File: src/rtl/stat_pkg.sv
package stat_pkg;
   localparam int IDX_PKT      = 0;
   localparam int IDX_OCT      = 1;
   localparam int IDX_GOOD     = 2;
   localparam int IDX_GOOD_OCT = 3;
   localparam int BIN_BASE     = 4;
   localparam int NUM_BINS     = 8;
   localparam int FIRST_STORE  = BIN_BASE + NUM_BINS;

   typedef enum logic [1:0] {
      ADD_NONE = 2'd0,
      ADD_ONE  = 2'd1,
      ADD_LEN  = 2'd2
   } add_kind_e;
endpackage

File: src/rtl/stat_bin_sel.sv
module stat_bin_sel #(
   parameter int LEN_W = 16
) (
   input  logic [LEN_W-1:0]             frame_len,
   output logic [stat_pkg::NUM_BINS-1:0] bin_hit
);
   localparam int NB = stat_pkg::NUM_BINS;

   if (LEN_W < 12) begin : g_len_chk
      $error("stat_bin_sel: LEN_W must reach 2048");
   end

   assign bin_hit[0] = frame_len < LEN_W'(64);
   assign bin_hit[1] = frame_len == LEN_W'(64);
   assign bin_hit[2] = (frame_len > LEN_W'(64)) && (frame_len < LEN_W'(128));

   for (genvar k = 3; k < NB - 1; k++) begin : g_pow_bin
      assign bin_hit[k] = (frame_len >= LEN_W'(1 << (k + 4))) &&
                          (frame_len <  LEN_W'(1 << (k + 5)));
   end

   assign bin_hit[NB-1] = frame_len >= LEN_W'(2048);
endmodule

File: src/rtl/stat_ctr_cell.sv
module stat_ctr_cell #(
   parameter int CW = 32
) (
   input  logic          clk,
   input  logic          rst_n,
   input  logic          wr_en,
   input  logic [CW-1:0] wr_data,
   input  logic          add_en,
   input  logic [CW-1:0] add_val,
   output logic [CW-1:0] q
);
   always_ff @(posedge clk or negedge rst_n) begin
      if (!rst_n)
         q <= '0;
      else if (wr_en)
         q <= wr_data;
      else if (add_en)
         q <= q + add_val;
   end
endmodule

File: src/rtl/frame_stat_counters.sv
module frame_stat_counters #(
   parameter int CW       = 32,
   parameter int LEN_W    = 16,
   parameter int NUM_CNT  = 32,
   localparam int IDX_W   = $clog2(NUM_CNT)
) (
   input  logic             clk,
   input  logic             rst_n,
   input  logic             frame_done,
   input  logic [LEN_W-1:0] frame_len,
   input  logic             sw_wr,
   input  logic [IDX_W-1:0] sw_idx,
   input  logic [CW-1:0]    sw_wdata,
   output logic [CW-1:0]    sw_rdata
);
   import stat_pkg::*;

   if (NUM_CNT < FIRST_STORE) begin : g_cnt_chk
      $error("frame_stat_counters: NUM_CNT too small for the counter map");
   end
   if ((1 << IDX_W) != NUM_CNT) begin : g_pow_chk
      $error("frame_stat_counters: NUM_CNT must be a power of two");
   end
   if (CW <= LEN_W) begin : g_cw_chk
      $error("frame_stat_counters: CW must exceed LEN_W");
   end

   logic [NUM_BINS-1:0] bin_hit;
   logic [CW-1:0]       len_ext;
   logic [CW-1:0]       cnt_q [NUM_CNT];

   assign len_ext = {{(CW-LEN_W){1'b0}}, frame_len};

   stat_bin_sel #(.LEN_W(LEN_W)) u_bins (
      .frame_len (frame_len),
      .bin_hit   (bin_hit)
   );

   for (genvar i = 0; i < NUM_CNT; i++) begin : g_cell
      logic          add_en;
      logic [CW-1:0] add_val;
      logic          wr_hit;

      if (i == IDX_PKT || i == IDX_GOOD) begin : g_one
         assign add_en  = frame_done;
         assign add_val = CW'(1);
      end else if (i == IDX_OCT || i == IDX_GOOD_OCT) begin : g_len
         assign add_en  = frame_done;
         assign add_val = len_ext;
      end else if (i >= BIN_BASE && i < FIRST_STORE) begin : g_bin
         assign add_en  = frame_done && bin_hit[i-BIN_BASE];
         assign add_val = CW'(1);
      end else begin : g_store
         assign add_en  = 1'b0;
         assign add_val = '0;
      end

      assign wr_hit = sw_wr && (sw_idx == IDX_W'(i));

      stat_ctr_cell #(.CW(CW)) u_cell (
         .clk     (clk),
         .rst_n   (rst_n),
         .wr_en   (wr_hit),
         .wr_data (sw_wdata),
         .add_en  (add_en),
         .add_val (add_val),
         .q       (cnt_q[i])
      );
   end

   assign sw_rdata = cnt_q[sw_idx];
endmodule

File: config.mk
export PLATFORM = sky130hd
export DESIGN_NAME = frame_stat_counters
export DESIGN_NICKNAME = d
export VERILOG_FILES = /design/src/rtl/stat_pkg.sv /design/src/rtl/stat_bin_sel.sv /design/src/rtl/stat_ctr_cell.sv /design/src/rtl/frame_stat_counters.sv
export SDC_FILE = /design/constraint.sdc
export NUM_CORES = 2
export LEC_CHECK = 0
export BUFFER_PORTS_ARGS = -buffer_cell sky130_fd_sc_hd__buf_2
export CAP_MARGIN = 10
export CORE_MARGIN = 2
export CORE_UTILIZATION = 56
export CTS_CLUSTER_DIAMETER = 40
export DETAILED_ROUTE_END_ITERATION = 16
export GPL_TIMING_DRIVEN = 1
export HOLD_SLACK_MARGIN = 0.1
export PLACE_DENSITY = 0.72
export SLEW_MARGIN = 20
export SYNTH_ARGS = -nofsm -noshare
export SYNTH_HDL_FRONTEND = slang
export SYNTH_SLANG_ARGS = --single-unit
File: constraint.sdc
create_clock -name clk -period 7.7 [get_ports clk]
set_input_delay 1.54 -clock clk [delete_from_list [all_inputs] [get_ports clk]]
set_output_delay 1.54 -clock clk [all_outputs]
set_load 0.03 [all_outputs]
==> flow_metrics.py <==
metrics = {
    "timing": {
        "finalCritPeriodShare": 0.779,
        "finalClockSkew_ns": 0.0206,
        "tightest_slew_ns": 1.09,
        "fin_setup_tns_ns": 0,
        "fmax_ghz": 0.167,
        "rsz0062_at_grt": "no",
        "finalHoldViolations": 0,
        "slew_headroom": 0.274,
        "fin_crit_ns": 6.00,
        "layout_setup_ws_ns": 1.70,
        "setup_viol_count_final": 0,
        "slew_violations": 0,
    },
    "clocking": {
        "numCtsBuffers": 141,
        "cts_tree": "built",
        "holdBufCountCts": 0,
        "cts_resized": 0,
        "clk_latency_ns": 0.75,
        "clock_tree.root_cell": "clkbuf_16",
        "clkTransAtPathRegs_ns": 0.05,
        "post-cts-setup-buffer-count": 0,
        "clockBufferDepth": 3,
        "h-tree-depth": 4,
        "clock-sinks": 1024,
    },
    "placement": {
        "hpwl_um": 104000,
        "finalWeightedCongestion": 0.983,
        "place_worst_setup_slack_ns": 1.75,
        "place_area_um2": 55500,
        "place.port_buffers": 88,
    },
    "setup_path": {
        "cp_data_required_time_ns": 6.16,
        "cp.arrival_ns": 4.46,
        "reg2reg_depth": 7,
        "start_kind": "input pin",
        "worstSetupStartpoint": "sw_idx[1]",
        "critPathKind": "input pin to primary output",
        "end_kind": "primary output",
        "ff2ff_setup_slack_ns": 4.60,
        "cp_max_fo": 83,
        "r2r_end": "g_cell[6].u_cell.q[30]",
        "r2r-start": "g_cell[6].u_cell.q[5]",
        "crit_end": "sw_rdata[6]",
    },
    "synthesis": {
        "async_flop_share": 1.00,
        "syn_avg_cell_area_um2": 12.2,
        "synth_commonest_cells": "dfrtp_1, mux2_2, nor2_1",
        "synth_area_leader_cell": "dfrtp_1",
        "synth-seq-cells": 1024,
        "synthCells": 4453,
        "synth_edf_count": 0,
        "yosysUniqueCellTypes": 67,
        "synth_area_leaders": "dfrtp_1, mux2_2, mux4_2",
        "netlist_area_um2": 54100,
        "yosys_warnings": 0,
        "yosysSeqAreaShare": 0.473,
        "synthMostInstantiatedCell": "dfrtp_1",
        "synth_top_area_frac": 0.473,
        "ys.flop_type": "dfrtp_1",
        "synth_fp_nets": 4554,
    },
    "global_route": {
        "met3_usage": 0.0701,
        "antenna_found_initial": 9,
        "grt_max_degree": 193,
        "use_met1": 0.449,
        "globalRouteMet2Util": 0.501,
        "grt_first_pass_wirelength_um": 242000,
        "grt_usage": 0.326,
        "gr-total-overflow": 0,
        "grt_pass1_vias": 37900,
        "busiest_layer": "met2",
    },
    "outcome": {
        "status": "finished, final reports clean",
    },
    "floorplan": {
        "die_height_um": 315,
        "io_pins": 89,
        "die_w_um": 315,
        "core_um2": 96300,
        "start_util": 0.562,
        "fp.dieArea_um2": 99200,
        "row_count": 114,
    },
    "power": {
        "power_mw": 18.6,
        "powerDensity_nw_per_um2": 307,
        "peakVddDrop_v": 0.000246,
        "p_leak_nw": 25.4,
    },
    "detailed_routing": {
        "vias_per_cell": 6.51,
        "ant_nets": 0,
        "drt_first_pass_iters": 6,
        "finalWirelength_um": 158000,
        "wl_per_cell_um": 27.3,
        "vias": 37800,
        "drc": 0,
        "dr.first_iter.drc_count": 4276,
    },
    "final_layout": {
        "drive_gt1_frac": 0.322,
        "design_area_um2": 60400,
        "fillers": 7202,
        "top_regs": "g_cell.u_cell.q (1024)",
        "areaGrowthSynthToFinish_pct": 11.6,
        "largest_register_ffs": 1024,
        "nNetsFinal": 4511,
        "final_core_util": 0.628,
        "regMostFlops": "g_cell.u_cell.q",
    },
    "flow_run": {
        "cap_violations": 0,
    },
    "hold_path": {
        "min_path_type": "flop to flop",
    },
}
==> worst min path at each step <==
stage                            start  cells after the start                      end  slack [ns]
2_1_floorplan   g_cell[18].u_cell.q[0]                      1   g_cell[18].u_cell.q[0]        0.47
3_3_place_gp   g_cell[18].u_cell.q[14]                      1  g_cell[18].u_cell.q[14]        0.48
3_5_place_dp   g_cell[18].u_cell.q[12]                      1  g_cell[18].u_cell.q[12]        0.49
4_1_cts        g_cell[22].u_cell.q[17]                      1  g_cell[22].u_cell.q[17]        0.50
5_1_grt        g_cell[22].u_cell.q[10]                      1  g_cell[22].u_cell.q[10]        0.51
6_report       g_cell[14].u_cell.q[14]                      1  g_cell[14].u_cell.q[14]        0.50
==> layout make-up <==
class | instances | area (um2) | area share
inverters | 28 | 105 | 0.00174
repair buffers | 153 | 1150 | 0.0191
clock buffers | 176 | 3800 | 0.0629
flip-flops and latches | 1024 | 25600 | 0.424
clock inverters | 83 | 970 | 0.0160
diodes | 5 | 12.5 | 0.000207
multi-input cells | 3062 | 27200 | 0.450
well taps | 1276 | 1600 | 0.0264
==> power breakdown <==
group          internal, mW  total, mW  switching, mW
Combinational          2.13       4.00           1.86
Sequential             6.59       7.99           1.40
Clock                  3.95       6.59           2.63
==> critical path, stage by stage <==
cell,delay [ns]
buf_8,0.35
buf_16,0.37
buf_4,0.54
mux4_2,0.40
mux4_2,0.53
mux2_2,0.33
buf_2,0.19
==> logic make-up (layout without fill, tap and decap cells) <==
logic type | after synthesis | in the layout | share of synthesized area
AO/OA/AOI/OAI | 479 | 479 | 0.0481
adder cells (fa/ha/maj) | 44 | 44 | 0.0104
buffers and inverters | 367 | 440 | 0.0280
flip-flops | 1024 | 1024 | 0.473
AND/OR/NAND/NOR | 1148 | 1148 | 0.101
XOR/XNOR | 347 | 347 | 0.0561
multiplexers | 1044 | 1044 | 0.283
other | 0 | 5 | 0
==> through the flow <==
stage	cells	hold slack, ns
floorplan	4453	0.474
global placement	5540	0.481
detailed placement	5540	0.488
CTS	5799	0.502
global route	5804	0.510
finish	5807	0.501
==> routing by layer <==
| layer | wire length [um] | vias to the layer above |
|---|---|---|
| met5 | 28 | - |
| met2 | 73000 | 1846 |
| met3 | 15000 | 414 |
| met1 | 62800 | 19500 |
| met4 | 7450 | 4 |
| li1 | - | 16100 |
==> placed cells by master (no fill, tap or decap), drive strengths merged, types with 73 or more instances in the layout <==
| cell type | instances |
|---|---|
| nand2 | 296 |
| nor2 | 392 |
| dfrtp | 1024 |
| nand3 | 141 |
| o21ai | 150 |
| clkbuf | 176 |
| nand4 | 91 |
| xnor2 | 140 |
| buf | 153 |
| mux4 | 320 |
| a21oi | 248 |
| mux2 | 686 |
| and3 | 73 |
| xor2 | 207 |
Power figures use the tool's default switching activity.
